--- config.mk ---
export PLATFORM = sky130hd
export DESIGN_NAME = lock_reg_bank
export DESIGN_NICKNAME = d
export VERILOG_FILES = /design/src/rtl/lockbank_pkg.sv /design/src/rtl/lock_cell.sv /design/src/rtl/lock_query.sv /design/src/rtl/lock_viol.sv /design/src/rtl/lock_reg_bank.sv
export SDC_FILE = /design/constraint.sdc
export NUM_CORES = 1
export LEC_CHECK = 0
export BUFFER_PORTS_ARGS = -buffer_cell sky130_fd_sc_hd__buf_4
export CAP_MARGIN = 30
export CORE_MARGIN = 2
export CORE_UTILIZATION = 52
export DETAILED_ROUTE_END_ITERATION = 16
export PLACE_DENSITY = 0.79
export REMOVE_ABC_BUFFERS = 1
export SLEW_MARGIN = 20
export SYNTH_ARGS = -nofsm -noshare
export SYNTH_HDL_FRONTEND = slang
export SYNTH_SLANG_ARGS = --single-unit
--- constraint.sdc ---
create_clock -name clk -period 1.4 [get_ports clk]
set_input_delay 0.07 -clock clk [delete_from_list [all_inputs] [get_ports clk]]
set_output_delay 0.07 -clock clk [all_outputs]
set_load 0.05 [all_outputs]
--- src/rtl/lockbank_pkg.sv ---
// Package: shared types for the protection register bank.
// Assumes: the lock field is three bits wide and its bit order is fixed
// (bit 0 write lock, bit 1 lock-down, bit 2 read lock).
package lockbank_pkg;

    localparam int LOCK_W = 3;

    typedef struct packed {
        logic rd_lock;    // bit 2
        logic lock_down;  // bit 1
        logic wr_lock;    // bit 0
    } lock_bits_t;

    localparam lock_bits_t LOCK_RESET = '{rd_lock: 1'b0, lock_down: 1'b0, wr_lock: 1'b1};
    localparam lock_bits_t LOCK_ALL   = '{rd_lock: 1'b1, lock_down: 1'b1, wr_lock: 1'b1};

endpackage

--- src/rtl/lock_cell.sv ---
// Module: one protection register.
// Loads new lock bits on a decoded write strobe unless lock-down is already
// set. Once lock-down is set, the register holds until synchronous reset.
// Assumes: wr_en has already been qualified by the address decode.
module lock_cell
    import lockbank_pkg::*;
(
    input  logic       clk,
    input  logic       rst_n,
    input  logic       wr_en,
    input  lock_bits_t wr_bits,
    output lock_bits_t bits_q
);

    // Register update: reset to write-protected, otherwise load when not frozen
    always_ff @(posedge clk) begin
        if (!rst_n) begin
            bits_q <= LOCK_RESET;
        end else if (wr_en && !bits_q.lock_down) begin
            bits_q <= wr_bits;
        end
    end


    reset_value_chk: assert property (@(posedge clk)
        !rst_n |=> (bits_q == LOCK_RESET));


    lockdown_sticky_chk: assert property (@(posedge clk) disable iff (!rst_n)
        bits_q.lock_down |=> bits_q.lock_down);


    frozen_hold_chk: assert property (@(posedge clk) disable iff (!rst_n)
        (bits_q.lock_down && wr_en) |=> $stable(bits_q));

endmodule

--- src/rtl/lock_query.sv ---
// Module: combinational selection of lock bits for the three consumers.
// It serves the register read port, the program/erase check and the read check.
// An index outside the bank is treated as fully locked.
// Assumes: NUM_BLOCKS >= 2.
module lock_query
    import lockbank_pkg::*;
#(
    parameter int NUM_BLOCKS = 8,
    parameter int BLK_AW     = $clog2(NUM_BLOCKS)
) (
    input  lock_bits_t [NUM_BLOCKS-1:0] bank,
    input  logic [BLK_AW-1:0]           reg_addr,
    input  logic [BLK_AW-1:0]           pe_blk,
    input  logic [BLK_AW-1:0]           rd_blk,
    output lock_bits_t                  reg_bits,
    output logic                        pe_locked,
    output logic                        rd_locked
);

    lock_bits_t pe_bits;
    lock_bits_t rd_bits;

    // Register read selection
    always_comb begin
        reg_bits = (int'(reg_addr) < NUM_BLOCKS) ? bank[reg_addr] : LOCK_ALL;
    end

    // Program/erase target selection
    always_comb begin
        pe_bits   = (int'(pe_blk) < NUM_BLOCKS) ? bank[pe_blk] : LOCK_ALL;
        pe_locked = pe_bits.wr_lock;
    end

    // Read target selection
    always_comb begin
        rd_bits   = (int'(rd_blk) < NUM_BLOCKS) ? bank[rd_blk] : LOCK_ALL;
        rd_locked = rd_bits.rd_lock;
    end

endmodule

--- src/rtl/lock_viol.sv ---
// Module: protection-violation pulse generator.
// Registers a refused program/erase request into a one-cycle pulse.
// Assumes: pe_locked is valid whenever pe_req is high.
module lock_viol (
    input  logic clk,
    input  logic rst_n,
    input  logic pe_req,
    input  logic pe_locked,
    output logic prot_viol
);

    // Pulse register: set for one cycle after each refused request
    always_ff @(posedge clk) begin
        if (!rst_n) begin
            prot_viol <= 1'b0;
        end else begin
            prot_viol <= pe_req && pe_locked;
        end
    end

endmodule

--- src/rtl/lock_reg_bank.sv ---
// Module: top of the per-block protection register bank.
// It decodes register writes to one cell per block, selects lock bits for the
// query ports, gates the program/erase request, masks read data and raises the
// violation pulse.
// Assumes: DATA_W >= 3 and NUM_BLOCKS >= 2.
module lock_reg_bank
    import lockbank_pkg::*;
#(
    parameter  int NUM_BLOCKS = 8,
    parameter  int DATA_W     = 8,
    localparam int BLK_AW     = $clog2(NUM_BLOCKS)
) (
    input  logic              clk,
    input  logic              rst_n,
    input  logic [BLK_AW-1:0] reg_addr,
    input  logic              reg_wr_en,
    input  logic [LOCK_W-1:0] reg_wdata,
    output logic [DATA_W-1:0] reg_rdata,
    input  logic              pe_req,
    input  logic [BLK_AW-1:0] pe_blk,
    output logic              pe_allow,
    output logic              pe_grant,
    output logic              prot_viol,
    input  logic [BLK_AW-1:0] rd_blk,
    input  logic [DATA_W-1:0] arr_rdata,
    output logic              rd_allow,
    output logic [DATA_W-1:0] rd_data
);

    localparam int PAD_W = DATA_W - LOCK_W;

    lock_bits_t [NUM_BLOCKS-1:0] bank;
    lock_bits_t                  reg_bits;
    lock_bits_t                  wr_bits;
    logic                        pe_locked;
    logic                        rd_locked;

    assign wr_bits = lock_bits_t'(reg_wdata);

    // One register per block, each with its own decoded write strobe
    for (genvar g = 0; g < NUM_BLOCKS; g++) begin : g_cell
        logic cell_wr;
        assign cell_wr = reg_wr_en && (reg_addr == BLK_AW'(g));
        lock_cell i_cell (
            .clk    (clk),
            .rst_n  (rst_n),
            .wr_en  (cell_wr),
            .wr_bits(wr_bits),
            .bits_q (bank[g])
        );
    end

    lock_query #(
        .NUM_BLOCKS(NUM_BLOCKS),
        .BLK_AW    (BLK_AW)
    ) i_query (
        .bank     (bank),
        .reg_addr (reg_addr),
        .pe_blk   (pe_blk),
        .rd_blk   (rd_blk),
        .reg_bits (reg_bits),
        .pe_locked(pe_locked),
        .rd_locked(rd_locked)
    );

    lock_viol i_viol (
        .clk      (clk),
        .rst_n    (rst_n),
        .pe_req   (pe_req),
        .pe_locked(pe_locked),
        .prot_viol(prot_viol)
    );

    // Output formatting: zero-extend lock bits, gate request, mask read data
    always_comb begin
        reg_rdata = {{PAD_W{1'b0}}, reg_bits};
        pe_allow  = !pe_locked;
        pe_grant  = pe_req && !pe_locked;
        rd_allow  = !rd_locked;
        rd_data   = rd_locked ? '0 : arr_rdata;
    end


    viol_after_refusal_chk: assert property (@(posedge clk) disable iff (!rst_n)
        (pe_req && !pe_allow) |=> prot_viol);


    viol_has_cause_chk: assert property (@(posedge clk) disable iff (!rst_n)
        prot_viol |-> $past(pe_req && !pe_allow));


    grant_excludes_refusal_chk: assert property (@(posedge clk) disable iff (!rst_n)
        pe_grant |=> !prot_viol);


    read_mask_chk: assert property (@(posedge clk) disable iff (!rst_n)
        !rd_allow |-> (rd_data == '0));

endmodule

==> reports/metrics.cfg <==
[power]
finalPower_mw = 1.56
ir_worst_vdd_v = 0.000575
p_per_area_nw_per_um2 = 767
power.switching_mw = 0.530
intPower_mw = 1.03
power.share.clock_pct = 21.2
p_leak_nw = 0.823
pwr-share-comb_pct = 31.0
swShare_pct = 33.9
pwr-share-seq_pct = 47.7

[global_route]
grt_pass1_vias = 1368
grt_max_degree = 18
antenna_found_initial = 0
grt_pass1_wl_um = 6610
grt_overflow = 0
grt_use_total_pct = 25.2

[hold_path]
min_to = g_cell[1].i_cell.bits_q[0]
min_from = rst_n
hold_path_depth = 2
hp-class = input pin to flip-flop

[die]
die_h_um = 59.5
ios = 44
floorplan.initialDensity_pct = 53.4
die_area_um2 = 3550
core_um2 = 3000
rows = 20
die_w_um = 59.5

[critical_path]
cp_max_fo = 2
cp-start-kind = flip-flop
reg2regPathDepth = 3
critPathArrivalTime_ns = 1.59
cp-end-kind = primary output
r2r_start = g_cell[6].i_cell.bits_q[1]
crit_type = flip-flop to primary output
cp-startpoint = g_cell[0].i_cell.bits_q[0]
r2r-end = g_cell[6].i_cell.bits_q[2]
reg2reg_slack_ns = 0.19
cp.required_ns = 1.33

[synthesis]
synthAdderAreaFrac_pct = 0
avgSynthCellArea_um2 = 10.1
synth-seq-cells = 25
synthMuxAreaShare_pct = 15.6
yosys-top-cells-count = dfxtp_1 (25), o31ai_1 (12), or4b_1 (12)
synth_top_area_share_pct = 31.2
synth_compound_area_share_pct = 20.1
synthDistinctLibCells = 35
synthSimpleGateAreaFrac_pct = 23.8
ys_async_sr_fraction_pct = 0
synth_area_leaders = dfxtp_1 (31%), mux4_2 (8.4%), or4b_1 (7.5%)
synth_top_family_by_area = simple AND/OR/NAND/NOR gates
syn_area_um2 = 1600
synth_xor_area_share_pct = 0
yosysWarnings = 0
synth_top_area_cell = dfxtp_1
yosysSeqAreaShare_pct = 31.2
yosysMostFrequentCell = dfxtp_1
netlist_instances = 159
synthFlopType = dfxtp_1
synth-edff-count = 0

[sta]
period_share_pct = 119
maxSlewViolCount = 0
fin_skew_ns = 0.00864
fin_crit_ns = 1.66
rsz0062_at_grt = true
setup_viol = 14
hold_viol = 0
fin_ws_ns = -0.262
max_freq_mhz = 602

[clocking]
cts_htree_levels = 1
clkSinkCount = 25
cts_root_buf = clkbuf_4
cts_tree = yes
clkTransAtPathRegs_ns = 0.14
cts_hold_buffers = 0
clockBufferDepth = 2
numCtsBuffers = 3
clk_latency_ns = 0.33

[placement]
port_buffers = 38
post-dp-hpwl_um = 3180
dp_cells = 230
dp_slack_ns = 0.0560
globalplace.congestion = 0.909

[route]
routedWlPerCell_um = 17.6
drt_iter0_markers = 68
drcViolationCount = 0
vias = 1454
drt_pass1_iterations = 4
via_per_inst = 6.16
wirelength_um = 4140
drtAntennaViolNets = 0

[outcome]
failed_checks = negative setup slack
outcome = complete, but fails checks

[cells_and_area]
nets = 228
diodes = 0
area_delta_synth_final_pct = 27.1
drive_above_1_share_pct = 43.3
final_cells = 236

[run]
drv_cap = 0

==> power groups by stage <==
stage / sequential (mW) / clock (mW) / combinational [mW]
2_1_floorplan: 0.765 / 0 / 0.254
3_3_place_gp: 0.759 / 0 / 0.440
3_5_place_dp: 0.761 / 0 / 0.452
5_1_grt: 0.749 / 0.368 / 0.512
4_1_cts: 0.745 / 0.334 / 0.475
6_report: 0.746 / 0.332 / 0.485
==> cell type report <==
type                            instances  area (um^2)
Clock buffer                            4         26.3
Fill cell                             233          963
Inverter                                2         7.51
Multi-Input combinational cell        119         1010
Sequential cell                        25          517
Tap cell                               33         41.3
Timing Repair Buffer                   53          435
==> layer usage <==
metal	wire [um]	vias up	GRT usage (%)
met3	206	13	4.59
met5	0	-	0
li1	-	697	-
met4	138	0	10.5
met2	2030	54	41.6
met1	1760	690	32.4
==> kinds of logic after synthesis <==
group / Yosys count
AND/OR/NAND/NOR: 53
AO/OA/AOI/OAI: 44
other: 1
multiplexers: 17
flip-flops: 25
buffers and inverters: 19
==> layout by cell type (no fill, tap or decap), types with 2 or more instances in the layout <==
cell type and n:
nand2_1 3, nand4bb_1 2, nand2_4 2, nand2b_4 2, mux2_4 4, nor2b_1 3
a21oi_1 8, buf_8 3, nand3b_1 4, clkbuf_4 3, o21a_1 7, or4b_1 12
mux2i_1 6, buf_4 46, conb_1 5, a21boi_1 7, dfxtp_2 13, o41ai_1 4
o31ai_1 12, mux4_2 6, dfxtp_1 12, nor2_1 10, buf_6 4, nand3_1 11
==> worst max-delay path by stage <==
stage                                 endpoint  slack [ns]
finish                            reg_rdata[0]       -0.26
global placement                  reg_rdata[0]        0.08
detailed placement  g_cell[2].i_cell.bits_q[2]        0.06
floorplan                           rd_data[0]       -0.56
CTS                               reg_rdata[0]       -0.27
global route                      reg_rdata[0]       -0.32
==> stage by stage <==
step / instance area (um^2) / hold slack, ns / utilization [%] / TNS, ns
3_3_place_gp: 1910 / 0.356 / 63.5 / 0
4_1_cts: 2000 / 0.0131 / 66.7 / -2.53
3_5_place_dp: 1910 / 0.361 / 63.5 / 0
5_1_grt: 2040 / 0.00881 / 67.9 / -3.46
2_1_floorplan: 1480 / 0.142 / - / -4.54
6_report: 2040 / 0.0174 / 67.9 / -2.52
==> what timing repair did <==
item                       CTS  global route
hold endpoints to repair     0             0
setup endpoints to repair   14            14
setup buffers                1             1
pin swaps                    2             2
gates resized for setup     27            12
==> sequential cells by signal, indices dropped and copies added, names as in the netlist <==
name                  count
i_viol.prot_viol          1
g_cell.i_cell.bits_q     24
==> worst max-delay path: stages, from the launching register on <==
cell,delay (ns)
dfxtp_2,0.36
mux4_2,0.46
mux2_4,0.29
buf_8,0.15
No activity file was read; power rests on OpenSTA's default activity.
